## config.mk

```make
export PLATFORM = sky130hd
export DESIGN_NAME = isu_top
export DESIGN_NICKNAME = d
export VERILOG_FILES = /design/src/rtl/isu_pkg.sv /design/src/rtl/isu_ctrl.sv /design/src/rtl/isu_prio.sv /design/src/rtl/isu_datapath.sv /design/src/rtl/isu_top.sv
export SDC_FILE = /design/constraint.sdc
export NUM_CORES = 1
export LEC_CHECK = 0
export ABC_AREA = 1
export BUFFER_PORTS_ARGS = -buffer_cell sky130_fd_sc_hd__buf_2
export CORE_MARGIN = 2
export CORE_UTILIZATION = 23
export CTS_CLUSTER_SIZE = 8
export DETAILED_ROUTE_END_ITERATION = 16
export PLACE_DENSITY = 0.43
export SLEW_MARGIN = 30
export SYNTH_ARGS = -nofsm -noshare
export SYNTH_HDL_FRONTEND = slang
export SYNTH_HIERARCHICAL = 1
export SYNTH_SLANG_ARGS = --single-unit
```

## constraint.sdc

```tcl
create_clock -name clk -period 1.6 [get_ports clk]
set_input_delay 0.32 -clock clk [delete_from_list [all_inputs] [get_ports clk]]
set_output_delay 0.32 -clock clk [all_outputs]
set_load 0.1 [all_outputs]
```

## src/rtl/isu_pkg.sv

```systemverilog
package isu_pkg;
  localparam int MAIN_W   = 13;
  localparam int DMA_W    = 4;
  localparam int CODE_W   = 4;
  localparam int SEL_W    = 3;

  // Main status bit positions (behavioural: priority follows index)
  localparam int MB_CMD_DONE  = 0;
  localparam int MB_XFER_DONE = 1;
  localparam int MB_STOP_DONE = 2;
  localparam int MB_FIRST_ERR = 3;
  localparam int MB_LAST_ERR  = 12;

  // DMA status bit positions
  localparam int DB_TX_DONE   = 0;
  localparam int DB_RX_DONE   = 1;
  localparam int DB_NO_DESC   = 2;
  localparam int DB_BUS_FAULT = 3;

  localparam logic [CODE_W-1:0] CODE_NONE = '0;
  localparam logic [CODE_W-1:0] CODE_DMA  = CODE_W'(MB_LAST_ERR - MB_FIRST_ERR + 2);

  typedef enum logic [SEL_W-1:0] {
    SEL_CTRL  = 3'd0,
    SEL_MMASK = 3'd1,
    SEL_MRAW  = 3'd2,
    SEL_MMSK  = 3'd3,
    SEL_DMASK = 3'd4,
    SEL_DRAW  = 3'd5,
    SEL_DMSK  = 3'd6,
    SEL_CODE  = 3'd7
  } regSel_t;

  typedef struct packed {
    logic    gieWe;
    logic    mainMaskWe;
    logic    mainClrWe;
    logic    dmaMaskWe;
    logic    dmaClrWe;
    logic    rdHit;
    regSel_t rdSel;
  } isuStrobe_t;
endpackage

```

## src/rtl/isu_ctrl.sv

```systemverilog
module isu_ctrl
  import isu_pkg::*;
#(
  parameter int ADDR_W = 3
) (
  input  logic              wrEn,
  input  logic [ADDR_W-1:0] addr,
  output isuStrobe_t        stb
);
  logic    hit;
  regSel_t sel;
  logic    wrHit;

  generate
    if (ADDR_W > SEL_W) begin : g_wide
      assign hit = (addr[ADDR_W-1:SEL_W] == '0);
    end else begin : g_exact
      assign hit = 1'b1;
    end
  endgenerate

  assign sel   = regSel_t'(addr[SEL_W-1:0]);
  assign wrHit = wrEn & hit;

  always_comb begin
    stb            = '0;
    stb.rdHit      = hit;
    stb.rdSel      = sel;
    stb.gieWe      = wrHit && (sel == SEL_CTRL);
    stb.mainMaskWe = wrHit && (sel == SEL_MMASK);
    stb.mainClrWe  = wrHit && (sel == SEL_MRAW);
    stb.dmaMaskWe  = wrHit && (sel == SEL_DMASK);
    stb.dmaClrWe   = wrHit && (sel == SEL_DRAW);
  end
endmodule

```

## src/rtl/isu_prio.sv

```systemverilog
module isu_prio
  import isu_pkg::*;
(
  input  logic              clk,
  input  logic              rstN,
  input  logic [MAIN_W-1:0] mainMsk,
  input  logic [DMA_W-1:0]  dmaMsk,
  output logic [CODE_W-1:0] errCode
);
  logic dmaErr;
  assign dmaErr = dmaMsk[DB_NO_DESC] | dmaMsk[DB_BUS_FAULT];

  always_comb begin
    errCode = CODE_NONE;
    if (dmaErr) errCode = CODE_DMA;
    // walk from lowest to highest priority so the most urgent wins
    for (int i = MB_LAST_ERR; i >= MB_FIRST_ERR; i--) begin
      if (mainMsk[i]) errCode = CODE_W'(i - MB_FIRST_ERR + 1);
    end
  end

  a_r8_top_rank: assert property (@(posedge clk) disable iff (!rstN)
    mainMsk[MB_FIRST_ERR] |-> errCode == CODE_W'(1));
  a_r8_code_range: assert property (@(posedge clk) disable iff (!rstN)
    errCode <= CODE_DMA);
  a_r9_dma_below: assert property (@(posedge clk) disable iff (!rstN)
    (|mainMsk[MB_LAST_ERR:MB_FIRST_ERR]) |-> (errCode != CODE_DMA && errCode != CODE_NONE));
endmodule

```

## src/rtl/isu_datapath.sv

```systemverilog
module isu_datapath
  import isu_pkg::*;
#(
  parameter int DATA_W = 32
) (
  input  logic              clk,
  input  logic              rstN,
  input  isuStrobe_t        stb,
  input  logic [DATA_W-1:0] wrData,
  input  logic [MAIN_W-1:0] mainEvt,
  input  logic [DMA_W-1:0]  dmaEvt,
  input  logic [CODE_W-1:0] errCode,
  output logic [MAIN_W-1:0] mainMsk,
  output logic [DMA_W-1:0]  dmaMsk,
  output logic              gie,
  output logic              irq,
  output logic [DATA_W-1:0] rdData
);
  logic [MAIN_W-1:0] mainRaw, mainMask, mainClr;
  logic [DMA_W-1:0]  dmaRaw, dmaMask, dmaClr;
  logic              unusedHi;

  assign unusedHi = ^wrData[DATA_W-1:MAIN_W];
  assign mainClr  = stb.mainClrWe ? wrData[MAIN_W-1:0] : '0;
  assign dmaClr   = stb.dmaClrWe  ? wrData[DMA_W-1:0]  : '0;

  always_ff @(posedge clk) begin
    if (!rstN) begin
      gie      <= 1'b0;
      mainMask <= '0;
      dmaMask  <= '0;
    end else begin
      if (stb.gieWe)      gie      <= wrData[0];
      if (stb.mainMaskWe) mainMask <= wrData[MAIN_W-1:0];
      if (stb.dmaMaskWe)  dmaMask  <= wrData[DMA_W-1:0];
    end
  end

  generate
    for (genvar i = 0; i < MAIN_W; i++) begin : g_main
      always_ff @(posedge clk) begin
        if (!rstN) mainRaw[i] <= 1'b0;
        else       mainRaw[i] <= (mainRaw[i] & ~mainClr[i]) | mainEvt[i];
      end
      a_r3_main_clear: assert property (@(posedge clk) disable iff (!rstN)
        (mainClr[i] && !mainEvt[i]) |=> !mainRaw[i]);
      a_r3_main_hold: assert property (@(posedge clk) disable iff (!rstN)
        (!mainClr[i] && !mainEvt[i]) |=> mainRaw[i] == $past(mainRaw[i]));
      a_r4_main_evt_wins: assert property (@(posedge clk) disable iff (!rstN)
        mainEvt[i] |=> mainRaw[i]);
    end
    for (genvar j = 0; j < DMA_W; j++) begin : g_dma
      always_ff @(posedge clk) begin
        if (!rstN) dmaRaw[j] <= 1'b0;
        else       dmaRaw[j] <= (dmaRaw[j] & ~dmaClr[j]) | dmaEvt[j];
      end
      a_r3_dma_clear: assert property (@(posedge clk) disable iff (!rstN)
        (dmaClr[j] && !dmaEvt[j]) |=> !dmaRaw[j]);
      a_r4_dma_evt_wins: assert property (@(posedge clk) disable iff (!rstN)
        dmaEvt[j] |=> dmaRaw[j]);
    end
  endgenerate

  assign mainMsk = mainRaw & mainMask;
  assign dmaMsk  = dmaRaw & dmaMask;
  assign irq     = gie & ((|mainMsk) | (|dmaMsk));

  always_comb begin
    rdData = '0;
    if (stb.rdHit) begin
      unique case (stb.rdSel)
        SEL_CTRL:  rdData = DATA_W'(gie);
        SEL_MMASK: rdData = DATA_W'(mainMask);
        SEL_MRAW:  rdData = DATA_W'(mainRaw);
        SEL_MMSK:  rdData = DATA_W'(mainMsk);
        SEL_DMASK: rdData = DATA_W'(dmaMask);
        SEL_DRAW:  rdData = DATA_W'(dmaRaw);
        SEL_DMSK:  rdData = DATA_W'(dmaMsk);
        SEL_CODE:  rdData = DATA_W'(errCode);
        default:   rdData = '0;
      endcase
    end
  end

  a_r6_dma_clear_isolated: assert property (@(posedge clk) disable iff (!rstN)
    (stb.dmaClrWe && dmaEvt == '0) |=> mainRaw == (($past(mainRaw)) | $past(mainEvt)));
endmodule

```

## src/rtl/isu_top.sv

```systemverilog
module isu_top
  import isu_pkg::*;
#(
  parameter int ADDR_W = 3,
  parameter int DATA_W = 32
) (
  input  logic              clk,
  input  logic              rstN,
  input  logic              wrEn,
  input  logic [ADDR_W-1:0] addr,
  input  logic [DATA_W-1:0] wrData,
  output logic [DATA_W-1:0] rdData,
  input  logic [12:0]       mainEvt,
  input  logic [3:0]        dmaEvt,
  output logic              irq,
  output logic [3:0]        errCode
);
  isuStrobe_t        stb;
  logic [MAIN_W-1:0] mainMsk;
  logic [DMA_W-1:0]  dmaMsk;
  logic              gie;

  isu_ctrl #(.ADDR_W(ADDR_W)) u_ctrl (
    .wrEn (wrEn),
    .addr (addr),
    .stb  (stb)
  );

  isu_datapath #(.DATA_W(DATA_W)) u_dp (
    .clk     (clk),
    .rstN    (rstN),
    .stb     (stb),
    .wrData  (wrData),
    .mainEvt (mainEvt),
    .dmaEvt  (dmaEvt),
    .errCode (errCode),
    .mainMsk (mainMsk),
    .dmaMsk  (dmaMsk),
    .gie     (gie),
    .irq     (irq),
    .rdData  (rdData)
  );

  isu_prio u_prio (
    .clk     (clk),
    .rstN    (rstN),
    .mainMsk (mainMsk),
    .dmaMsk  (dmaMsk),
    .errCode (errCode)
  );

  a_r7_gate_off: assert property (@(posedge clk) disable iff (!rstN)
    !gie |-> !irq);
  a_r7_needs_source: assert property (@(posedge clk) disable iff (!rstN)
    irq |-> (errCode != CODE_NONE || mainMsk[MB_STOP_DONE:MB_CMD_DONE] != '0
             || dmaMsk[DB_RX_DONE:DB_TX_DONE] != '0));
endmodule

```

==> metrics.yaml, run 1 <==
outcome: "finished with violations"
violations: "negative setup slack"
yosysWarnings: 6
gr-total-overflow: 0
ioPinCount: 92
vias: 2956
num_rows: 37
dieHeight_um: 105.9
setup_ws_ns: -0.6396
port_buffers: 53
rsz0062_at_grt: "yes"
min_period_ns: 2.240
postCtsHoldBufs: 0
clk_pin_slew_ns: 0.07
fin_tns_setup_ns: -5.365
cts_buffers: 5
clkSinkCount: 35
skew_ns: 0
drv_slew: 0
worstSetupEndpointType: "primary output"
drv_cap: 0
drc: 0
drt-initial-drc-count: 102
crit_start: "u_dp/mainRaw[8]$_SDFF_PN0_"
grt_pass1_vias: 2787
critical_path_class: "flip-flop to primary output"
wirelength_mm: 8.514
crit_path_max_fanout: 3
grt_use_total: 0.1526
report.power.total_mw: 2.654
diodes: 0
first_pass_iters: 5
hpwlAfterDp_mm: 6.527
regToRegSetupSlack_ns: 0.79
r2r-start: "u_dp/dmaRaw[1]$_SDFF_PN0_"
dpl_worst_slack_ns: -0.3347
final.period_utilization: 1.400
die_x_um: 105.9
syn_to_final_growth_pct: 88.16
cts_buffer_depth: 2
setup-violations-final: 18
fin_nets: 603
start_kind: "flip-flop"
hp-class: "primary input to flip-flop"
postSynthAreaPerCell_sq_um: 6.062
initial_core_util: 0.2345
place_congestion: 0.8190
clock.fmax_mhz: 446.5
grt_antenna_before_repair: 0
worstPathRequired_ns: 1.28
postRouteAntennaNets: 0
syn_inst: 394
p_leak_nw: 2.376
drive_gt1_frac: 0.5592
die-area_sq_um: 11220
finalHoldViolCount: 0
vias_per_cell: 4.315
grt_pass1_wl_mm: 13.64
clk-insertion-delay-late_ns: 0.28
wl_per_cell_um: 12.43
final_common_cell: "buf_4"
ir_worst_vdd_uv: 414.1
htree_levels: 2
core_area_sq_um: 10180
grt_max_degree: 19
cts_tree: "yes"
final_cell_mix: "86 x buf_4, 51 x nand2_1, 44 x nor2_1, 38 x nand2_2, 36 x inv_1"
synthesis.area_sq_um: 2389
powerDensity_nw_per_um2: 590.5
crit_arrival_ns: 1.92
root_buffer: "clkbuf_8"
hold_start: "mainEvt[6]"
[path summary, 6_finish.rpt]
check | endpoint | cells past startpoint
worst min register to register | u_dp/dmaRaw[0]$_SDFF_PN0_ | 2
worst max register to register | u_dp/dmaRaw[1]$_SDFF_PN0_ | 3
worst min-delay path | u_dp/mainRaw[6]$_SDFF_PN0_ | 3
worst max-delay path | rdData[3] | 10
[critical path, stage by stage (launching register included)]
cell and delay (ns):
dfxtp_2 0.33, nand2_2 0.08, inv_2 0.06, nor4_4 0.34, o31ai_4 0.14, nor2_4 0.14
nand4_1 0.08, nand2_1 0.08, nor2_2 0.05, a21oi_4 0.15, buf_12 0.19
[sequential cells by signal, indices dropped and copies added, names as in the netlist]
signal and cells:
u_dp/mainMask 13, u_dp/gie 1, u_dp/dmaRaw 4, u_dp/mainRaw 13, u_dp/dmaMask 4
[per-layer routing]
metal  up-vias  part of all wire  GRT usage
met3        10             0.039    0.01533
met4         0             0.016    0.04323
met5         -                 0          0
met2        80              0.47     0.2456
li1       1499                 -          -
met1      1367              0.48     0.2164
[through the flow]
step / cells / area (sq um) / util / hold slack (ns)
global placement: 649 / 3745 / 0.3677 / 0.5023
floorplan: 412 / 2666 / - / 0.4373
detailed placement: 649 / 3745 / 0.3677 / 0.5204
finish: 685 / 4494 / 0.4413 / 0.2346
global route: 685 / 4494 / 0.4413 / 0.2305
CTS: 675 / 4252 / 0.4174 / 0.2280
[report_power, final]
part	internal, mW	switching [mW]
Combinational	0.355	0.625
Sequential	0.923	0.0295
Clock	0.392	0.329
[cell type report]
class	instances	area, sq um
tap	136	170.2
timing repair inverter	1	8.758
fill	1054	5690
sequential	35	725.7
inverter	63	290.3
clock inverter	1	7.507
timing repair buffer	164	1546
multi-input combinational	278	1649
clock buffer	7	96.34
[timing repair]
item	4_1_cts	5_1_grt
gates resized for setup	89	47
cloned	1	1
buffers inserted	19	18
setup endpoints to repair	18	18
pin swaps	49	49
Note: power is estimated with default switching activity, not from simulation.
==> run 2, diff against run 1 <==
CORE_ASPECT_RATIO = 1.5   (was default)
CORE_UTILIZATION = 45   (was 23)
PLACE_DENSITY = 0.75   (was 0.43)
==> metrics.yaml, run 2 (synthesis gave the netlist of run 1 again) <==
diodes: 0  # unchanged
grt_use_total: 0.3238  # +0.1712
seq_area_sq_um: 725.7  # unchanged
grt_pass1_vias: 3209  # +15%
crit_arrival_ns: 2.05  # +0.13 ns
violations: "negative setup slack"
biggestRegsByFlops: "u_dp/mainMask x13, u_dp/mainRaw x13"
final.period_utilization: 1.479  # +0.07945
dieHeight_um: 93.23  # -12%
path_cells: "nand2_2 -> inv_2 -> inv_2 -> o21ai_2 -> nand2_1 -> nand2_1 -> nand2_1 -> nand2_1 -> nand2_1 -> nand2_1 -> nand2_2 -> nand2_4 -> nand2_8 -> nand4_1 -> nand2_1 -> nor2_2 -> a21oi_4 -> buf_12"
wl_per_cell_um: 16.48  # +33%
htree_levels: 2  # unchanged
skew_ns: 0  # unchanged
final_cell_mix: "71 x buf_4, 51 x nand2_1, 44 x nor2_1, 37 x nand2_2, 36 x inv_1"
hp-class: "primary input to flip-flop"
clock.fmax_mhz: 422.5  # -5.4%
placed_cells: 563  # -13%
grt_antenna_before_repair: 0  # unchanged
root_buffer: "clkbuf_8"
vias_per_cell: 5.350  # +24%
cts_tree: "yes"
min_period_ns: 2.367  # +0.1271 ns
finalInstanceArea_sq_um: 4150  # -7.7%
vias: 3167  # +7.1%
multiInputGateArea_sq_um: 1662  # +0.76%
crit_path_max_fanout: 2  # -1
nFillCells: 294  # -72%
initial_core_util: 0.4661  # +0.2315
crit_buf_inv: 3  # +1
grt_pass1_wl_mm: 14.88  # +9.1%
finalHoldViolCount: 0  # unchanged
cp_top_family: "simple AND/OR/NAND/NOR gates"
crit_slowest_cell: "dfxtp_2"
instances_no_fill: 592  # -14%
drt-initial-drc-count: 239  # +130%
combPwrFrac: 0.376  # +0.006
grt_max_degree: 19  # unchanged
worstSetupEndpointType: "primary output"
die-area_sq_um: 5919  # -47%
setup_ws_ns: -0.7667  # -0.1271 ns
hpwlAfterDp_mm: 5.751  # -12%
final_common_cell: "buf_4"
postRouteAntennaNets: 0  # unchanged
syn_to_final_growth_pct: 73.76
ioPinCount: 92  # unchanged
p_leak_nw: 2.219  # -6.6%
drive_gt1_frac: 0.5401  # -0.01912
drc: 0  # unchanged
cp_slowest_stage_delay_ns: 0.34  # about the same
die_x_um: 63.49  # -40%
worstPathRequired_ns: 1.28  # about the same
wirelength_mm: 9.755  # +15%
setup-violations-final: 18  # unchanged
drv_slew: 0  # unchanged
p_int_mw: 1.584  # -5.2%
ir_worst_vdd_uv: 1038  # +150%
num_rows: 32  # -14%
clk_pin_slew_ns: 0.07  # about the same
drv_cap: 0  # unchanged
clk-insertion-delay-late_ns: 0.29  # about the same
powerDensity_nw_per_um2: 621.2  # +5.2%
critical_path_class: "flip-flop to primary output"
place_area_sq_um: 3512  # -6.2%
port_buffers: 53  # unchanged
rsz0062_at_grt: "yes"
start_kind: "flip-flop"
clkSinkCount: 35  # unchanged
swShare: 0.3855  # +0.01485
fin_nets: 579  # -4.0%
outcome: "finished with violations"
gr-total-overflow: 0  # unchanged
first_pass_iters: 6  # +1
crit_top_cell: "nand2_1"
netSwitchingPower_mw: 0.9939  # +1.0%
cts_buffers: 5  # unchanged
clock_power_share: 0.252  # -0.019
place_congestion: 0.9949  # +21%
power_frac_seq: 0.372  # +0.013
core_area_sq_um: 5125  # -50%
report.power.total_mw: 2.578  # -2.9%
cts_buffer_depth: 2  # unchanged
dpl_worst_slack_ns: -0.3412  # -0.006429 ns
-- run 2: cell types whose count changed in the layout (fill, tap and decap cells not counted), moves of 2 or more --
cell    before  now
buf_4       86   71
buf_6       20   14
buf_12      23   21
nor2_2       8    6
nor2_4       5    7
-- run 2: per-layer routing --
layer  vias up  GRT usage  wire [um]  part of all wire
met3        44    0.06498        888             0.091
met2       227     0.5912       4999              0.51
met4         0     0.1775        544             0.056
met1      1451     0.3424       3322              0.34
li1       1445          -          -                 -
met5         -          0          0                 0
-- run 2: layout make-up --
| class | count | share of cell area |
|---|---|---|
| Tap cell | 68 | 0.02050 |
| Sequential cell | 35 | 0.1749 |
| Timing Repair Buffer | 140 | 0.3111 |
| Timing Repair inverter | 1 | 0.002713 |
| Multi-Input combinational cell | 278 | 0.4004 |
| Inverter | 63 | 0.06934 |
| Clock inverter | 1 | 0.001206 |
| Clock buffer | 6 | 0.01990 |
-- run 2: repair_timing --
| item | 4_1_cts | 5_1_grt |
|---|---|---|
| hold buffers | 0 | 0 |
| endpoints found under the setup margin | 18 | 18 |
| resized for setup | 91 | 32 |
| gates cloned | 1 | 0 |
| setup buffers | 19 | 10 |
| pin swaps | 51 | 35 |
-- run 2: metrics by stage --
step	hold slack [ns]	setup TNS, ns	utilization
after CTS	0.2244	-5.239	0.7820
after global placement	0.4814	-2.867	0.6853
after global routing	0.2369	-7.144	0.8098
after detailed placement	0.4955	-3.229	0.6853
after floorplan	0.4373	-4.767	-
final	0.2424	-5.963	0.8098
-- run 2: worst min-delay path, stage by stage --
cell	delay, ns
buf_2	0.07
a21oi_1	0.03
nor2_1	0.07
-- run 2: path summary, 6_finish.rpt --
check                                                 start                          to  slack [ns]  cells after the start
worst max-delay path            u_dp/mainRaw[12]$_SDFF_PN0_                   rdData[0]       -0.77                     18
worst min-delay path                             mainEvt[6]  u_dp/mainRaw[6]$_SDFF_PN0_        0.24                      3
worst max register to register   u_dp/mainRaw[7]$_SDFF_PN0_  u_dp/mainRaw[7]$_SDFF_PN0_        0.69                      3
worst min register to register    u_dp/dmaRaw[0]$_SDFF_PN0_   u_dp/dmaRaw[0]$_SDFF_PN0_        0.51                      2
-- run 2: power groups by stage --
stage | sequential, mW | clock, mW | combinational (mW)
6_report | 0.959 | 0.651 | 0.969
5_1_grt | 0.963 | 0.698 | 1.01
4_1_cts | 0.952 | 0.661 | 0.902
3_5_place_dp | 0.966 | 0 | 0.833
3_3_place_gp | 0.964 | 0 | 0.818
2_1_floorplan | 0.964 | 0 | 0.607
